<file path="src/rtl/rxd_pkg.sv">
package rxd_pkg;

    typedef enum logic [2:0] {
        RU_IDLE  = 3'd0,
        RU_SUSP  = 3'd1,
        RU_NORES = 3'd2,
        RU_READY = 3'd4
    } ru_state_e;

    typedef enum logic [3:0] {
        F_WAIT,
        F_DROP,
        F_RD_CTRL,
        F_RD_LINK,
        F_RD_SIZE,
        F_COLLECT,
        F_WR_DATA,
        F_WR_CTRL,
        F_WR_SIZE,
        F_FINISH,
        F_RS_CTRL,
        F_RS_LINK
    } fsm_e;

    localparam logic [2:0] RUC_START  = 3'd1;
    localparam logic [2:0] RUC_RESUME = 3'd2;
    localparam logic [2:0] RUC_LDBASE = 3'd6;

    localparam int CB_END_LIST = 31;
    localparam int CB_SUSPEND  = 30;
    localparam int CB_DONE     = 15;
    localparam int CB_GOOD     = 13;

    localparam int        OFS_LINK  = 4;
    localparam int        OFS_SIZE  = 12;
    localparam int        OFS_DATA  = 16;
    localparam logic [15:0] SIZE_EOF  = 16'h8000;
    localparam int        CRC_BYTES = 4;

endpackage

</file>
<file path="src/rtl/rxd_packer.sv">
module rxd_packer #(
    parameter int W = 32
) (
    input  logic                          clk,
    input  logic                          rst_n,
    input  logic                          clr,
    input  logic                          push,
    input  logic [7:0]                    byte_in,
    output logic [W-1:0]                  word_out,
    output logic [$clog2(W/8):0]          fill
);
    localparam int LANES = W / 8;
    localparam int LW    = $clog2(LANES);

    logic [W-1:0] word_q;
    logic [LW:0]  fill_q;

    always_ff @(posedge clk) begin
        if (!rst_n || clr) begin
            word_q <= '0;
            fill_q <= '0;
        end else if (push) begin
            word_q[fill_q[LW-1:0]*8 +: 8] <= byte_in;
            fill_q <= fill_q + 1'b1;
        end
    end

    assign word_out = word_q;
    assign fill     = fill_q;

    p_fill_bound_r4: assert property (@(posedge clk) disable iff (!rst_n)
        fill_q <= (LW+1)'(LANES));

endmodule

</file>
<file path="src/rtl/rxd_tally.sv">
module rxd_tally #(
    parameter int CNT_W = 32
) (
    input  logic             clk,
    input  logic             rst_n,
    input  logic             done,
    output logic [CNT_W-1:0] count
);
    logic [CNT_W-1:0] cnt_q;

    always_ff @(posedge clk) begin
        if (!rst_n)    cnt_q <= '0;
        else if (done) cnt_q <= cnt_q + 1'b1;
    end

    assign count = cnt_q;

    p_count_step_r7: assert property (@(posedge clk) disable iff (!rst_n)
        done |=> cnt_q == $past(cnt_q) + CNT_W'(1));

    p_count_hold_r7: assert property (@(posedge clk) disable iff (!rst_n)
        !done |=> $stable(cnt_q));

endmodule

</file>
<file path="src/rtl/rxd_ctx.sv">
module rxd_ctx
    import rxd_pkg::*;
#(
    parameter int ADDR_W = 32
) (
    input  logic              clk,
    input  logic              rst_n,
    input  logic              do_start,
    input  logic              do_base,
    input  logic [ADDR_W-1:0] ptr,
    input  logic              do_adv,
    input  logic [ADDR_W-1:0] link,
    input  logic              do_nores,
    input  logic              do_susp,
    output ru_state_e         state,
    output logic [ADDR_W-1:0] desc_addr
);
    ru_state_e         st_q;
    logic [ADDR_W-1:0] base_q;
    logic [ADDR_W-1:0] ofs_q;

    always_ff @(posedge clk) begin
        if (!rst_n) begin
            st_q   <= RU_IDLE;
            base_q <= '0;
            ofs_q  <= '0;
        end else begin
            if (do_base) base_q <= ptr;
            if (do_start) begin
                ofs_q <= ptr;
                st_q  <= RU_READY;
            end else if (do_nores) begin
                st_q  <= RU_NORES;
            end else if (do_susp) begin
                st_q  <= RU_SUSP;
            end else if (do_adv) begin
                ofs_q <= link;
            end
        end
    end

    assign state     = st_q;
    assign desc_addr = base_q + ofs_q;

    p_state_legal_r2: assert property (@(posedge clk) disable iff (!rst_n)
        st_q inside {RU_IDLE, RU_SUSP, RU_NORES, RU_READY});

    p_start_ready_r2: assert property (@(posedge clk) disable iff (!rst_n)
        do_start |=> st_q == RU_READY);

    p_nores_wins_r8: assert property (@(posedge clk) disable iff (!rst_n)
        (do_nores && !do_start) |=> st_q == RU_NORES);

endmodule

</file>
<file path="src/rtl/rx_desc_writer.sv">
module rx_desc_writer
    import rxd_pkg::*;
#(
    parameter int ADDR_W = 32,
    parameter int LEN_W  = 14,
    parameter int CNT_W  = 32
) (
    input  logic              clk,
    input  logic              rst_n,
    input  logic              cmd_valid,
    output logic              cmd_ready,
    input  logic [2:0]        cmd_code,
    input  logic [ADDR_W-1:0] gen_ptr,
    input  logic              rx_valid,
    output logic              rx_ready,
    input  logic              rx_sof,
    input  logic              rx_eof,
    input  logic [7:0]        rx_data,
    output logic              mem_req,
    output logic              mem_we,
    output logic [ADDR_W-1:0] mem_addr,
    output logic [31:0]       mem_wdata,
    input  logic              mem_ack,
    input  logic [31:0]       mem_rdata,
    output logic              ev_frame,
    output logic              ev_not_ready,
    output logic [CNT_W-1:0]  good_count,
    output logic [2:0]        ru_state
);
    localparam int WB    = 32;
    localparam int LANES = WB / 8;
    localparam int FW    = $clog2(LANES) + 1;

    fsm_e fsm_q, fsm_nx;

    logic [31:0]       ctrl_q;
    logic [31:0]       link_q;
    logic [15:0]       size_hi_q;
    logic [LEN_W-1:0]  len_q;
    logic [ADDR_W-1:0] wptr_q;
    logic              eof_q;

    ru_state_e         st;
    logic [ADDR_W-1:0] desc_addr;
    logic [31:0]       pk_word;
    logic [FW-1:0]     pk_fill;
    logic              pk_clr, pk_push;

    logic cmd_take, c_start, c_base, c_resume;
    logic byte_take, last_lane;
    logic adv, go_nores, go_susp, done;
    logic [ADDR_W-1:0] adv_link;
    logic [15:0]       size_lo;

    assign cmd_take  = (fsm_q == F_WAIT) && cmd_valid;
    assign c_start   = cmd_take && (cmd_code == RUC_START);
    assign c_base    = cmd_take && (cmd_code == RUC_LDBASE);
    assign c_resume  = cmd_take && (cmd_code == RUC_RESUME) && (st == RU_READY);
    assign byte_take = rx_valid && rx_ready;
    assign last_lane = (pk_fill == FW'(LANES - 1));
    assign size_lo   = SIZE_EOF | (16'(len_q) + 16'(CRC_BYTES));

    rxd_ctx #(.ADDR_W(ADDR_W)) u_ctx (
        .clk       (clk),
        .rst_n     (rst_n),
        .do_start  (c_start),
        .do_base   (c_base),
        .ptr       (gen_ptr),
        .do_adv    (adv),
        .link      (adv_link),
        .do_nores  (go_nores),
        .do_susp   (go_susp),
        .state     (st),
        .desc_addr (desc_addr)
    );

    rxd_packer #(.W(WB)) u_pack (
        .clk      (clk),
        .rst_n    (rst_n),
        .clr      (pk_clr),
        .push     (pk_push),
        .byte_in  (rx_data),
        .word_out (pk_word),
        .fill     (pk_fill)
    );

    rxd_tally #(.CNT_W(CNT_W)) u_tally (
        .clk   (clk),
        .rst_n (rst_n),
        .done  (done),
        .count (good_count)
    );

    // state register
    always_ff @(posedge clk) begin
        if (!rst_n) fsm_q <= F_WAIT;
        else        fsm_q <= fsm_nx;
    end

    // next-state logic
    always_comb begin
        fsm_nx = fsm_q;
        unique case (fsm_q)
            F_WAIT: begin
                if (cmd_valid) begin
                    if (c_resume) fsm_nx = F_RS_CTRL;
                end else if (rx_valid && rx_sof) begin
                    fsm_nx = (st == RU_READY) ? F_RD_CTRL : F_DROP;
                end
            end
            F_DROP:    if (rx_valid && rx_eof) fsm_nx = F_WAIT;
            F_RD_CTRL: if (mem_ack) fsm_nx = F_RD_LINK;
            F_RD_LINK: if (mem_ack) fsm_nx = F_RD_SIZE;
            F_RD_SIZE: if (mem_ack) fsm_nx = F_COLLECT;
            F_COLLECT: if (byte_take && (rx_eof || last_lane)) fsm_nx = F_WR_DATA;
            F_WR_DATA: if (mem_ack) fsm_nx = eof_q ? F_WR_CTRL : F_COLLECT;
            F_WR_CTRL: if (mem_ack) fsm_nx = F_WR_SIZE;
            F_WR_SIZE: if (mem_ack) fsm_nx = F_FINISH;
            F_FINISH:  fsm_nx = F_WAIT;
            F_RS_CTRL: if (mem_ack) fsm_nx = mem_rdata[CB_SUSPEND] ? F_WAIT : F_RS_LINK;
            F_RS_LINK: if (mem_ack) fsm_nx = F_WAIT;
            default:   fsm_nx = F_WAIT;
        endcase
    end

    // datapath registers
    always_ff @(posedge clk) begin
        if (!rst_n) begin
            ctrl_q    <= '0;
            link_q    <= '0;
            size_hi_q <= '0;
            len_q     <= '0;
            wptr_q    <= '0;
            eof_q     <= 1'b0;
        end else begin
            unique case (fsm_q)
                F_WAIT: begin
                    len_q  <= '0;
                    wptr_q <= '0;
                    eof_q  <= 1'b0;
                end
                F_RD_CTRL: if (mem_ack) ctrl_q    <= mem_rdata;
                F_RD_LINK: if (mem_ack) link_q    <= mem_rdata;
                F_RD_SIZE: if (mem_ack) size_hi_q <= mem_rdata[31:16];
                F_COLLECT: if (byte_take) begin
                    len_q <= len_q + 1'b1;
                    if (rx_eof) eof_q <= 1'b1;
                end
                F_WR_DATA: if (mem_ack) wptr_q <= wptr_q + ADDR_W'(LANES);
                default: ;
            endcase
        end
    end

    // outputs
    always_comb begin
        mem_req   = 1'b0;
        mem_we    = 1'b0;
        mem_addr  = desc_addr;
        mem_wdata = '0;
        rx_ready  = 1'b0;
        cmd_ready = 1'b0;
        pk_clr    = 1'b0;
        pk_push   = 1'b0;
        done      = 1'b0;
        adv       = 1'b0;
        adv_link  = link_q;
        go_nores  = 1'b0;
        go_susp   = 1'b0;
        unique case (fsm_q)
            F_WAIT: begin
                cmd_ready = 1'b1;
                rx_ready  = rx_valid && !rx_sof && !cmd_valid;
                pk_clr    = 1'b1;
            end
            F_DROP:    rx_ready = 1'b1;
            F_RD_CTRL: mem_req  = 1'b1;
            F_RD_LINK: begin
                mem_req  = 1'b1;
                mem_addr = desc_addr + ADDR_W'(OFS_LINK);
            end
            F_RD_SIZE: begin
                mem_req  = 1'b1;
                mem_addr = desc_addr + ADDR_W'(OFS_SIZE);
            end
            F_COLLECT: begin
                rx_ready = 1'b1;
                pk_push  = rx_valid;
            end
            F_WR_DATA: begin
                mem_req   = 1'b1;
                mem_we    = 1'b1;
                mem_addr  = desc_addr + ADDR_W'(OFS_DATA) + wptr_q;
                mem_wdata = pk_word;
                pk_clr    = mem_ack;
            end
            F_WR_CTRL: begin
                mem_req   = 1'b1;
                mem_we    = 1'b1;
                mem_wdata = ctrl_q | (32'd1 << CB_DONE) | (32'd1 << CB_GOOD);
            end
            F_WR_SIZE: begin
                mem_req   = 1'b1;
                mem_we    = 1'b1;
                mem_addr  = desc_addr + ADDR_W'(OFS_SIZE);
                mem_wdata = {size_hi_q, size_lo};
            end
            F_FINISH: begin
                done     = 1'b1;
                go_nores = ctrl_q[CB_END_LIST];
                go_susp  = !ctrl_q[CB_END_LIST] && ctrl_q[CB_SUSPEND];
                adv      = !ctrl_q[CB_END_LIST] && !ctrl_q[CB_SUSPEND];
            end
            F_RS_CTRL: mem_req = 1'b1;
            F_RS_LINK: begin
                mem_req  = 1'b1;
                mem_addr = desc_addr + ADDR_W'(OFS_LINK);
                adv      = mem_ack;
                adv_link = mem_rdata;
            end
            default: ;
        endcase
    end

    assign ev_frame     = done;
    assign ev_not_ready = go_nores || go_susp;
    assign ru_state     = st;

    p_req_stable_r12: assert property (@(posedge clk) disable iff (!rst_n)
        (mem_req && !mem_ack) |=> mem_req && $stable(mem_addr)
                                  && $stable(mem_we) && $stable(mem_wdata));

    p_store_ready_r3: assert property (@(posedge clk) disable iff (!rst_n)
        (mem_req && mem_we) |-> st == RU_READY);

    p_rnr_with_frame_r8: assert property (@(posedge clk) disable iff (!rst_n)
        ev_not_ready |-> ev_frame);

    p_frame_pulse_r7: assert property (@(posedge clk) disable iff (!rst_n)
        ev_frame |=> !ev_frame);

    p_aligned_r4: assert property (@(posedge clk) disable iff (!rst_n)
        mem_req |-> mem_addr[1:0] == 2'b00 || desc_addr[1:0] != 2'b00);

endmodule

</file>
<file path="config.mk">
export PLATFORM = sky130hd
export DESIGN_NAME = rx_desc_writer
export DESIGN_NICKNAME = d
export VERILOG_FILES = /design/src/rtl/rxd_pkg.sv /design/src/rtl/rxd_packer.sv /design/src/rtl/rxd_tally.sv /design/src/rtl/rxd_ctx.sv /design/src/rtl/rx_desc_writer.sv
export SDC_FILE = /design/constraint.sdc
export NUM_CORES = 1
export LEC_CHECK = 0
export BUFFER_PORTS_ARGS = -buffer_cell sky130_fd_sc_hd__buf_2
export CAP_MARGIN = 20
export CORE_ASPECT_RATIO = 0.8
export CORE_MARGIN = 2
export CORE_UTILIZATION = 35
export CTS_BUF_LIST = sky130_fd_sc_hd__clkbuf_8 sky130_fd_sc_hd__clkbuf_16
export CTS_CLUSTER_SIZE = 16
export DETAILED_ROUTE_END_ITERATION = 6
export REMOVE_ABC_BUFFERS = 1
export SLEW_MARGIN = 10
export SYNTH_ARGS = -nofsm -noshare
export SYNTH_HDL_FRONTEND = slang
export SYNTH_HIERARCHICAL = 1
export SYNTH_SLANG_ARGS = --single-unit
</file>
<file path="constraint.sdc">
create_clock -name clk -period 4.8 [get_ports clk]
set_input_delay 0.48 -clock clk [delete_from_list [all_inputs] [get_ports clk]]
set_output_delay 0.48 -clock clk [all_outputs]
set_load 0.03 [all_outputs]
</file>
==> out/metrics.cfg <==
[worst_setup_path]
cp_slowest_cell=fa_2
cp-end-kind=output port
crit_type=reg -> out
cp.arrival_ps=4880
worstPathCellList=ha_4 > fa_2 > a211oi_4 > o21bai_1 > a21oi_2 > buf_4 > o21ai_4 > xor2_1 > ha_1 > ha_4 > nand2_4 > or3_4 > a211oi_4 > o21a_1 > o2111ai_2 > a21boi_1 > o2bb2ai_1 > nor3b_2 > buf_4
cp_num_buf_inv=2
critical_path.top_delay_family=compound AO/OA/AOI/OAI gates
start_kind=register
cp.required_ps=4320
cp_slowest_stage_delay_ps=380
path_max_fanout=2

[run_status]
status=complete, but fails checks
violations=negative setup slack

[timing]
period_minus_slack_ps=5362
slew_headroom=0.3408
setup_ws_ps=-562.0
fmax_mhz=186.5
finalSetupViolCount=19
whs_ps=181.1
finClkSkew_ps=8.772
finalHoldViolCount=0
timing.final.max_slew_violations=0
grt_setup_unrepaired=true
min_period_over_period=1.117
max_slew.worst_pin.slew_ps=987.7

[pwr]
p_leak_nw=9.336
vdd_drop_max_v=0.0002799
powerDensity_nw_per_um2=331.0

[detailed_routing]
drt-initial-drc-count=1232
viasPerCell=5.439
drt_wl_total_um=55230
wl_per_cell_um=18.01
ant_nets=0
dr.pass1.iters=5
drc=0
vias=16677

[floorplan]
row_count=71
dieArea_um2=49060
initial_core_util=0.3536
fp.dieH_um=198.5
core-area_um2=46820
die_w_um=247.1
pin_count=187

[global_route]
grt_use_total=0.2175
grt_pass1_wl_um=85750
grt_pass1_vias=16097
grt_overflow_total=0
grt_antenna_before_repair=7
grt_max_degree=62

[synth]
avgSynthCellArea_um2=7.996
synth_fa_ha_area_frac=0.07877
ys_seq_elements=261
synthFlopType=dfxtp_1
synthSimpleGateAreaFrac=0.2386
synth_compound_area_frac=0.2033
ys_warn_count=6
synth-edff-count=0
yosys.cell_types.count=101
syn_area_um2=16550
synth_top_family_by_area=simple AND/OR/NAND/NOR gates
synth-xor-area-share=0.05821
yosysSeqAreaShare=0.3157
synth_async_sr_flop_share=0
syn_inst=2070
synth.area.mux_share=0.07000

[cts]
cts-hold-fix-buffers=0
cts-root-buf=clkbuf_16
numCtsBuffers=28
cts_tree=done
clock_path_buffers=3
clk_pin_slew_ps=60
cts_sinks=261
clkLatencyLatePin_ps=550
cts.htree.levels=1

[cells_and_area]
drive_above_1_share=0.2841
design_area_um2=21830
syn2layout_area_growth_pct=31.86
layout.nets=2607
nFillCells=4520

[hold_path]
hold_path.class=in -> reg

[job]
max-cap-violations=0

[placement]
dpl_cell_area_um2=19380
dp_hpwl_um=40610
portBuffers=186
gp_congestion=0.9021

[cell usage in the layout (no fill, tap or decap), drive strengths merged, types with 43 or more instances in the layout]
| cell | netlist | final |
|---|---|---|
| nand2 | 366 | 366 |
| mux2i | 73 | 73 |
| xor2 | 59 | 59 |
| dfxtp | 261 | 261 |
| nor2b | 43 | 43 |
| buf | 25 | 440 |
| o21ai | 85 | 85 |
| nand3 | 73 | 73 |
| ha | 101 | 101 |
| xnor2 | 51 | 51 |
| a21oi | 209 | 209 |
| nor2 | 134 | 134 |
[what timing repair did]
item,in CTS,in global routing
setup buffers,27,17
endpoints found under the hold margin,0,0
gates resized for setup,144,90
pin swaps,97,40
cloned,0,0
endpoints found under the setup margin,23,23
[layer usage]
metal | wire, um | vias to the layer above | track usage
met2 | 24890 | 494 | 0.3515
met5 | 21 | - | 0
met3 | 3526 | 57 | 0.02982
met1 | 25740 | 7979 | 0.3069
met4 | 1059 | 4 | 0.04730
li1 | - | 8143 | -
[synth_stat cells (6+ instances only)]
cell        n  share of area
buf_1      11         0.0025
nand4_1    39          0.015
a22oi_1    33          0.015
a21oi_1   207          0.063
mux2i_1    73          0.044
o31ai_1    18         0.0082
or3_1      19         0.0072
dfxtp_1   261           0.32
o21a_1     10         0.0045
nand2b_1    7         0.0026
buf_2      11         0.0033
and4_1      9         0.0048
a32oi_1     8         0.0042
nor2b_1    43          0.016
o211a_1    34          0.021
xor2_1     59          0.031
o21ai_0    79          0.024
o21ai_1     6         0.0018
nand2_1   364          0.083
nor2_1    132          0.030
a21o_1     35          0.016
a211oi_1    9         0.0041
clkbuf_1   92          0.021
ha_1      101          0.076
a31oi_1     9         0.0034
and2_1     10         0.0038
xnor2_1    51          0.027
and3_1     35          0.013
nand3_1    71          0.021
mux2_2     37          0.025
inv_1      27         0.0061
or4_1      15         0.0068
nor3_1     20         0.0060
o211ai_1   10         0.0045
nor4_1      8         0.0030
[through the flow]
step	util	worst slack (ps)	cells	TNS, ps	total power [W]
after global placement	0.4139	-403.4	2967	-3114	0.004665
after floorplan	-	-2705	1952	-93980	0.003779
after global routing	0.4662	-796.2	3065	-11350	0.007610
final	0.4662	-562.0	3066	-7278	0.007224
after detailed placement	0.4139	-453.5	2967	-3708	0.004707
after CTS	0.4529	-539.6	3045	-5449	0.007140
[state kept, by name, summed over array words and instances (netlist names), 16 cells and up]
| signal | count |
|---|---|
| link_q | 32 |
| wptr_q | 30 |
| ctrl_q | 30 |
| size_hi_q | 16 |
| u_ctx/base_q | 32 |
| u_tally/count | 32 |
| u_pack/word_out | 32 |
| u_ctx/ofs_q | 32 |
[power by group]
group	total (W)	leakage [nW]	switching (W)	internal (W)
Sequential	0.00235	2.11	0.0000799	0.00227
Combinational	0.00259	6.72	0.00158	0.00101
Clock	0.00228	0.505	0.000906	0.00137
[final timing paths]
kind,to,from,slack [ps],cells past startpoint
max,mem_addr[31],u_ctx/base_q[0]$_SDFFE_PN0P_,-560,19
min,link_q[15]$_SDFFE_PN0P_,mem_rdata[15],180,3
max reg2reg,u_tally/count[28]$_SDFFE_PN0P_,fsm_q[3]$_SDFFE_PN0P_,1350,8
min reg2reg,ctrl_q[21]$_SDFFE_PN0P_,ctrl_q[21]$_SDFFE_PN0P_,450,2
[logic make-up (layout without fill, tap and decap cells)]
logic type                 count (synthesis)  in the layout
AOI/OAI and AO/OA                        521            521
buffers and inverters                    146            519
adders and majority gates                103            103
xor gates and xnor gates                 110            110
and+or+nand+nor                          817            817
other                                      1              4
muxes                                    111            111
DFF                                      261            261
[worst reg2reg max path: cells and delay by family, from the launching register on]
kind	cells	cell delay (ps)
compound gates	1	160
buf+inv	2	460
flops	1	660
simple gates	5	2080
[final cells by class]
class	count	area (um2)	share of cell area
flip-flops and latches	261	5230	0.2396
inverters	28	105.1	0.004815
clock inverters	14	140.1	0.006421
repair buffers	440	2994	0.1372
diodes	3	7.507	0.0003440
well taps	620	775.7	0.03554
clock buffers	37	835.8	0.03829
multi-input cells	1663	11740	0.5378
Power figures use the tool's default switching activity.
